==> src/rtl/adder_pkg.sv <==
`timescale 1ns/1ps
package adder_pkg;

  typedef enum logic {
    TOPO_BK = 1'b0,
    TOPO_HC = 1'b1
  } topo_e;

  typedef struct packed {
    logic p;
    logic g;
  } pg_t;

  // Merge an upper span with the adjacent lower span.
  function automatic pg_t pg_merge(input logic hi_p, input logic hi_g,
                                   input logic lo_p, input logic lo_g);
    pg_t r;
    r.p = hi_p & lo_p;
    r.g = hi_g | (hi_p & lo_g);
    return r;
  endfunction

  // Brent-Kung: levels 0..lg-1 are the up-sweep, the rest are the down-sweep.
  function automatic int bk_dist(input int s, input int lg);
    return (s < lg) ? (1 << s) : (1 << (2 * lg - 2 - s));
  endfunction

  function automatic bit bk_act(input int s, input int i, input int lg);
    int d;
    d = bk_dist(s, lg);
    if (s < lg) return ((i + 1) % (2 * d)) == 0;
    return (((i + 1) % (2 * d)) == d) && (i >= 2 * d);
  endfunction

  // Han-Carlson: level 0 pairs, levels 1..lg-1 form a dense tree on odd bits,
  // level lg fills in the even bits.
  function automatic int hc_dist(input int s, input int lg);
    return (s == 0 || s == lg) ? 1 : (1 << s);
  endfunction

  function automatic bit hc_act(input int s, input int i, input int lg);
    if (s == 0) return (i % 2) == 1;
    if (s == lg) return ((i % 2) == 0) && (i >= 2);
    return ((i % 2) == 1) && (i >= (1 << s) + 1);
  endfunction

  // Carry out of each position, given group flags reaching down to bit 0.
  function automatic logic [63:0] carries(input logic [63:0] gp, input logic [63:0] gg,
                                          input logic cin);
    return gg | (gp & {64{cin}});
  endfunction

endpackage

==> src/rtl/adder_pg_gen.sv <==
`timescale 1ns/1ps
module adder_pg_gen #(
  parameter int WIDTH = 16
) (
  input  logic [WIDTH-1:0] a,
  input  logic [WIDTH-1:0] b,
  output logic [WIDTH-1:0] p,
  output logic [WIDTH-1:0] g
);
  for (genvar i = 0; i < WIDTH; i++) begin : g_bit
    assign p[i] = a[i] ^ b[i];
    assign g[i] = a[i] & b[i];
  end
endmodule

==> src/rtl/adder_prefix_bk.sv <==
`timescale 1ns/1ps
module adder_prefix_bk
  import adder_pkg::*;
#(
  parameter int WIDTH = 16
) (
  input  logic [WIDTH-1:0] p_in,
  input  logic [WIDTH-1:0] g_in,
  output logic [WIDTH-1:0] p_out,
  output logic [WIDTH-1:0] g_out
);
  localparam int LG  = $clog2(WIDTH);
  localparam int NST = 2 * LG - 1;

  logic [WIDTH-1:0] cur_p, cur_g, nxt_p, nxt_g;
  pg_t m;

  always_comb begin
    cur_p = p_in;
    cur_g = g_in;
    nxt_p = p_in;
    nxt_g = g_in;
    m     = '0;
    for (int s = 0; s < NST; s++) begin
      nxt_p = cur_p;
      nxt_g = cur_g;
      for (int i = 0; i < WIDTH; i++) begin
        if (bk_act(s, i, LG)) begin
          m = pg_merge(cur_p[LG'(i)], cur_g[LG'(i)],
                       cur_p[LG'(i - bk_dist(s, LG))], cur_g[LG'(i - bk_dist(s, LG))]);
          nxt_p[LG'(i)] = m.p;
          nxt_g[LG'(i)] = m.g;
        end
      end
      cur_p = nxt_p;
      cur_g = nxt_g;
    end
  end

  assign p_out = cur_p;
  assign g_out = cur_g;
endmodule

==> src/rtl/adder_prefix_hc.sv <==
`timescale 1ns/1ps
module adder_prefix_hc
  import adder_pkg::*;
#(
  parameter int WIDTH = 16
) (
  input  logic [WIDTH-1:0] p_in,
  input  logic [WIDTH-1:0] g_in,
  output logic [WIDTH-1:0] p_out,
  output logic [WIDTH-1:0] g_out
);
  localparam int LG  = $clog2(WIDTH);
  localparam int NST = LG + 1;

  logic [WIDTH-1:0] cur_p, cur_g, nxt_p, nxt_g;
  pg_t m;

  always_comb begin
    cur_p = p_in;
    cur_g = g_in;
    nxt_p = p_in;
    nxt_g = g_in;
    m     = '0;
    for (int s = 0; s < NST; s++) begin
      nxt_p = cur_p;
      nxt_g = cur_g;
      for (int i = 0; i < WIDTH; i++) begin
        if (hc_act(s, i, LG)) begin
          m = pg_merge(cur_p[LG'(i)], cur_g[LG'(i)],
                       cur_p[LG'(i - hc_dist(s, LG))], cur_g[LG'(i - hc_dist(s, LG))]);
          nxt_p[LG'(i)] = m.p;
          nxt_g[LG'(i)] = m.g;
        end
      end
      cur_p = nxt_p;
      cur_g = nxt_g;
    end
  end

  assign p_out = cur_p;
  assign g_out = cur_g;
endmodule

==> src/rtl/adder_sum_stage.sv <==
`timescale 1ns/1ps
module adder_sum_stage
  import adder_pkg::*;
#(
  parameter int WIDTH = 16
) (
  input  logic [WIDTH-1:0] bit_p,
  input  logic [WIDTH-1:0] grp_p,
  input  logic [WIDTH-1:0] grp_g,
  input  logic             cin,
  output logic [WIDTH-1:0] carry,
  output logic [WIDTH-1:0] sum
);
  logic [63:0] c_full;

  assign c_full = carries(64'(grp_p), 64'(grp_g), cin);
  assign carry  = c_full[WIDTH-1:0];
  assign sum    = bit_p ^ {carry[WIDTH-2:0], cin};
endmodule

==> src/rtl/fast_prefix_adder.sv <==
`timescale 1ns/1ps
module fast_prefix_adder
  import adder_pkg::*;
#(
  parameter int    WIDTH = 16,
  parameter topo_e TOPO  = TOPO_BK
) (
  input  logic [WIDTH-1:0] opnd_a,
  input  logic [WIDTH-1:0] opnd_b,
  input  logic             carry_in,
  output logic [WIDTH-1:0] sum,
  output logic             carry_out
);
  // Named internal events for the checker.
  logic [WIDTH-1:0] bit_p, bit_g;
  logic [WIDTH-1:0] grp_p, grp_g;
  logic [WIDTH-1:0] carry_vec;

  adder_pg_gen #(.WIDTH(WIDTH)) u_pg (
    .a(opnd_a), .b(opnd_b), .p(bit_p), .g(bit_g)
  );

  if (TOPO == TOPO_BK) begin : g_bk
    adder_prefix_bk #(.WIDTH(WIDTH)) u_tree (
      .p_in(bit_p), .g_in(bit_g), .p_out(grp_p), .g_out(grp_g)
    );
  end else begin : g_hc
    adder_prefix_hc #(.WIDTH(WIDTH)) u_tree (
      .p_in(bit_p), .g_in(bit_g), .p_out(grp_p), .g_out(grp_g)
    );
  end

  adder_sum_stage #(.WIDTH(WIDTH)) u_sum (
    .bit_p(bit_p), .grp_p(grp_p), .grp_g(grp_g), .cin(carry_in),
    .carry(carry_vec), .sum(sum)
  );

  assign carry_out = carry_vec[WIDTH-1];
endmodule

==> config.mk <==
export PLATFORM = sky130hd
export DESIGN_NAME = fast_prefix_adder
export DESIGN_NICKNAME = d
export VERILOG_FILES = /design/src/rtl/adder_pkg.sv /design/src/rtl/adder_pg_gen.sv /design/src/rtl/adder_prefix_bk.sv /design/src/rtl/adder_prefix_hc.sv /design/src/rtl/adder_sum_stage.sv /design/src/rtl/fast_prefix_adder.sv
export SDC_FILE = /design/constraint.sdc
export NUM_CORES = 1
export LEC_CHECK = 0
export BUFFER_PORTS_ARGS = -buffer_cell sky130_fd_sc_hd__buf_2
export CORE_MARGIN = 2
export CORE_UTILIZATION = 41
export DETAILED_ROUTE_END_ITERATION = 10
export PLACE_DENSITY_LB_ADDON = 0.3
export SETUP_SLACK_MARGIN = 0.05
export SLEW_MARGIN = 25
export SYNTH_ARGS = -nofsm -noshare
export SYNTH_HDL_FRONTEND = slang
export SYNTH_SLANG_ARGS = --single-unit
==> constraint.sdc <==
create_clock -name vclk -period 3.6
set_input_delay 1.08 -clock vclk [all_inputs]
set_output_delay 1.08 -clock vclk [all_outputs]
set_load 0.01 [all_outputs]
==> results of run 1 <==
## cell families after synthesis
group,share of synthesized area [%]
AO/OA/AOI/OAI,31.91
buffers and inverters,3.828
AND/OR/NAND/NOR,7.448
adder cells (fa/ha/maj),37.45
XOR/XNOR,19.36
## routing by layer
| metal | up-vias | wire length [µm] | GRT usage (%) |
|---|---|---|---|
| li1 | 384 | - | - |
| met1 | 347 | 635 | 20.10 |
| met2 | 16 | 851 | 34.69 |
| met3 | 0 | 60 | 0.8696 |
| met4 | 0 | 0 | 1.290 |
| met5 | - | 0 | 0 |
## cells in the final DEF (no fill, tap or decap), types with 3 or more instances in the layout
cell | netlist | routed
a21oi_1 | 11 | 10
buf_2 | 0 | 50
nand2_1 | 3 | 3
ha_1 | 16 | 11
o21a_1 | 3 | 3
xnor2_1 | 12 | 12
buf_4 | 0 | 7
ha_4 | 0 | 4
inv_1 | 4 | 4
## worst min-delay path by stage
stage                           end  slack [ns]
after floorplan              sum[2]        2.39
after global routing      carry_out        2.57
after global placement    carry_out        2.56
after CTS                 carry_out        2.56
after detailed placement  carry_out        2.56
final                     carry_out        2.56
## metrics by stage
stage / hold WS [ns] / instances
global placement: 2.563 / 140
CTS: 2.560 / 143
global route: 2.574 / 144
finish: 2.558 / 144
floorplan: 2.388 / 73
detailed placement: 2.557 / 140
## what timing repair did
item                                    CTS  global route
resized for setup                         4             8
endpoints found under the setup margin    2             5
buffers inserted                          3             1
pin swaps                                 3             5
## cell type report
class	instances	area [µm²]
Fill cell	99	336.6
Multi-Input combinational cell	67	640.6
Tap cell	15	18.77
Timing Repair Buffer	57	302.8
Inverter	5	18.77
## power by group
| part | internal [mW] | total [mW] | switching [mW] | leakage [nW] |
|---|---|---|---|---|
| logic | 0.106 | 0.202 | 0.0963 | 0.508 |
| clock network | 0 | 0 | 0 | 0 |
| registers | 0 | 0 | 0 | 0 |
## synth_stat cells
cell,count,area share (%)
a211o_1,1,1.5
a211oi_1,1,1.3
a211oi_2,1,2.1
a21o_1,2,2.6
a21o_2,1,1.5
a21oi_1,11,9.4
a311o_1,1,1.7
and3_1,1,1.1
and4_1,1,1.5
clkbuf_1,1,0.64
fa_1,1,3.4
ha_1,16,34
inv_1,4,2.6
inv_2,1,0.64
nand2_1,3,1.9
nor2_1,2,1.3
nor3_1,2,1.7
o21a_1,3,3.8
o21ai_0,3,2.6
o21ai_2,1,1.5
o21bai_1,1,1.3
o311ai_0,1,1.5
o31ai_1,1,1.3
xnor2_1,12,18
xor2_1,1,1.5
==> results.txt, run 1 <==
Number of global-route vias before repair = 651
Final instance area = 980.9 µm²
Critical Path Start = opnd_a[3]
Post-synthesis cell area = 588.1 µm²
Worst slew pin tran = 0.2590 ns
Row count = 13
Port bufs = 50
Final net count = 181
Final core occ = 74.45%
FF+latch area = 0 µm²
Post-detail-place hpwl = 1294 µm
Yosys warning count = 0
Die W = 41.87 µm
Overall Power = 202.0 µW
Largest net degree at the start of global routing = 12
Share of cells above drive strength 1 = 53.49%
HP Start = opnd_b[15]
Starting Density = 44.63%
Worst setup endpoint = sum[7]
Hold Path Depth = 4
Critical path launch point type = input pin
First-pass GRT wire length = 2553 µm
Fmax = 286.7 MHz
Routed vias/inst = 5.188
CP Max Fanout = 3
Initial antenna violation count = 0
Hold_buf cts = 0
DP Area = 875.8 µm²
Slew Viols, Final = 0
Seq/Total Area, Yosys = 0%
CP max-delay cell = a311o_1
Final Setup Violations = 0
Ports = 50
Worst EP arrival = 2.41 ns
Area Overhead vs Synth = 66.81%
Core Area = 0.001318 mm²
Min-Delay Path Class = input pin to output pin
Residual DRC = 0
All-Layer GR Usage = 17.19%
Critical Path Max Stage Delay = 0.26 ns
WL final = 1547 µm
Critical path, cell by cell = buf_2 -> ha_4 -> o21a_1 -> o21a_1 -> and4_1 -> a311o_1 -> buf_2
Worst EP required = 2.52 ns
Crit path buffers/inverters = 2
Stages on worst setup path = 7
Final ANT Viol Nets = 0
DR iter-0 viols = 5
Fin. Hold Viols = 0
FFs & Latches = 0
Pre-CTS WS = -0.04839 ns
Pwr/cell area = 205.9 mW/mm²
Setup TNS = 0 ns
# diodes = 0
Vias = 747
Maximum VDD drop = 0.1206 mV
First-pass DRT Iterations = 4
Clock buffers = 0
Unrepaired setup endpoints after global routing = yes
Congestion Overflow GR = 0
Setup ws final = 0.1122 ns
Top delay family on crit path = compound AO/OA/AOI/OAI gates
Synth Net Count = 123
Status = complete, no violations
WL/cell = 10.74 µm
Chip height = 41.87 µm
Count of different cell masters after synthesis = 25
Final clock period utilization by the worst path = 96.88%
Worst Setup End Kind = output pin
P_leak = 0.5077 nW
Die footprint = 0.001753 mm²
CP Class = input pin to output pin
Relative slew slack = 82.59%
Cells after Synth = 73
Synth Area per Inst = 8.056 µm²
Min Clock Period, post-route = 3.488 ns
Placer Congestion = 0.7420
MaxCap Viol Count = 0
Power figures use the tool's default switching activity.
==> inputs of run 2 (changes only) <==
CORE_UTILIZATION = 35   (was 41)
==> run 2 against run 1 <==
Effect of this change: sequential cell count is the same; routed wire length grew 2.1%; utilization shrank 11 points; clock-buffer cell count is the same; sequential share of layout area is the same; die area grew 15%; critical endpoint is now sum[8].
==> results.txt, run 2 (synthesis results as in run 1) <==
Status = complete, no violations
P_leak = 0.5052 nW (-0.49%)
WL final = 1580 µm (+2.1%)
Relative slew slack = 80.21% (-2.4 points)
FF+latch area = 0 µm² (unchanged)
Hold Path Depth = 4 (unchanged)
Setup TNS = 0 ns (unchanged)
Die footprint = 0.002024 mm² (+15%)
WL/cell = 10.97 µm (+2.1%)
Commonest non-fill, non-tap cell in the layout = buf_2
Worst Setup End Kind = output pin
Number of global-route vias before repair = 618 (-5.1%)
Pre-CTS WS = -0.02686 ns (+0.02153 ns)
Final Setup Violations = 0 (unchanged)
Congestion Overflow GR = 0 (unchanged)
Share of cells above drive strength 1 = 53.91% (+0.42 points)
Area Overhead vs Synth = 67.23%
Initial antenna violation count = 0 (unchanged)
Worst EP required = 2.52 ns (about the same)
Placer Congestion = 0.7057 (-4.9%)
Hold Path Sink = sum[13]
Post-detail-place hpwl = 1308 µm (+1.1%)
Fmax = 287.1 MHz (+0.13%)
Critical path launch point type = input pin
Final net count = 180 (-0.55%)
Starting Density = 38.15% (-6.5 points)
Residual DRC = 0 (unchanged)
First-pass GRT wire length = 2387 µm (-6.5%)
DP Area = 884.6 µm² (+1.0%)
CP max-delay cell = ha_1
Die W = 44.99 µm (+7.5%)
Chip height = 44.99 µm (+7.5%)
Routed vias/inst = 5.069 (-2.3%)
Ports = 50 (unchanged)
Core Area = 0.001541 mm² (+17%)
Vias = 730 (-2.3%)
Min Clock Period, post-route = 3.483 ns (-0.004360 ns)
DR iter-0 viols = 9 (+4)
Port bufs = 50 (unchanged)
All-Layer GR Usage = 14.51% (-2.7 points)
Worst EP arrival = 2.40 ns (about the same)
Maximum VDD drop = 0.1114 mV (-7.6%)
CP Class = input pin to output pin
# diodes = 0 (unchanged)
Critical path, cell by cell = buf_2 -> ha_1 -> o21a_1 -> o21a_1 -> buf_4 -> a21o_2 -> o311ai_2 -> buf_2
Final core occ = 63.80% (-11 points)
Unrepaired setup endpoints after global routing = no
Clock buffers = 0 (unchanged)
First-pass DRT Iterations = 4 (unchanged)
Min-Delay Path Class = input pin to output pin
FFs & Latches = 0 (unchanged)
CP Max Fanout = 3 (unchanged)
Filler cells = 152 (+54%)
Setup ws final = 0.1166 ns (+0.004360 ns)
HP Start = opnd_b[13]
Final clock period utilization by the worst path = 96.76% (-0.12 points)
Most frequent cells in the layout = buf_2 (49), xnor2_1 (12), ha_1 (11)
Final instance area = 983.4 µm² (+0.26%)
Critical Path Max Stage Delay = 0.31 ns (+0.05 ns)
Final ANT Viol Nets = 0 (unchanged)
Largest net degree at the start of global routing = 12 (unchanged)
Worst slew pin tran = 0.2943 ns (+0.03527 ns)
MaxCap Viol Count = 0 (unchanged)
Slew Viols, Final = 0 (unchanged)
Row count = 14 (+1)
Multi-input logic area = 643.1 µm² (+0.39%)
Fin. Hold Viols = 0 (unchanged)
Pwr/cell area = 205.6 mW/mm² (-0.18%)
-- run 2: where the power goes --
| part | leakage (nW) | internal [mW] | total, mW | switching, mW |
|---|---|---|---|---|
| Combinational | 0.505 | 0.105 | 0.202 | 0.0968 |
| Sequential | 0 | 0 | 0 | 0 |
| Clock | 0 | 0 | 0 | 0 |
| Total | 0.505 | 0.105 | 0.202 | 0.0968 |
-- run 2: what timing repair did --
item                       CTS  global route
setup buffers                0             2
hold endpoints to repair     0             0
hold buffers                 0             0
gates cloned                 0             0
setup endpoints to repair    3             3
resized for setup            2            13
pin swaps                    2            10
-- run 2: per-stage QoR --
stage	total power [mW]	std cells	hold WS, ns
finish	0.2022	144	2.575
global route	0.2237	144	2.598
CTS	0.1845	142	2.580
detailed placement	0.1825	142	2.578
global placement	0.1780	142	2.550
floorplan	0.1113	73	2.388
-- run 2: worst max-delay path: cells and delay by family --
kind            cells  cell delay (ns)
fa+ha+maj           1             0.31
buf+inv             3             0.42
compound gates      4             0.59
-- run 2: worst max-delay path by stage --
| stage | startpoint | endpoint | slack [ns] | cells past startpoint |
|---|---|---|---|---|
| after CTS | opnd_a[0] | sum[7] | 0.02 | 7 |
| after detailed placement | opnd_a[0] | sum[7] | -0.03 | 7 |
| final | opnd_a[4] | sum[8] | 0.12 | 8 |
| after global placement | opnd_a[0] | sum[7] | -0.01 | 7 |
| after floorplan | opnd_a[3] | sum[7] | 0.20 | 5 |
| after global routing | opnd_b[1] | sum[7] | 0.06 | 8 |
-- run 2: layout make-up --
class	instances	area share, %
tap	16	2.036
timing repair buffer	56	30.66
inverter	5	1.908
multi-input combinational	67	65.39
-- run 2: per-layer routing --
layer / GRT usage, % / up-vias / part of all wire [%]
li1: - / 381 / -
met1: 17.35 / 320 / 41
met2: 28.86 / 29 / 51
met3: 1.600 / 0 / 8.2
met4: 0 / 0 / 0
met5: 0 / - / 0
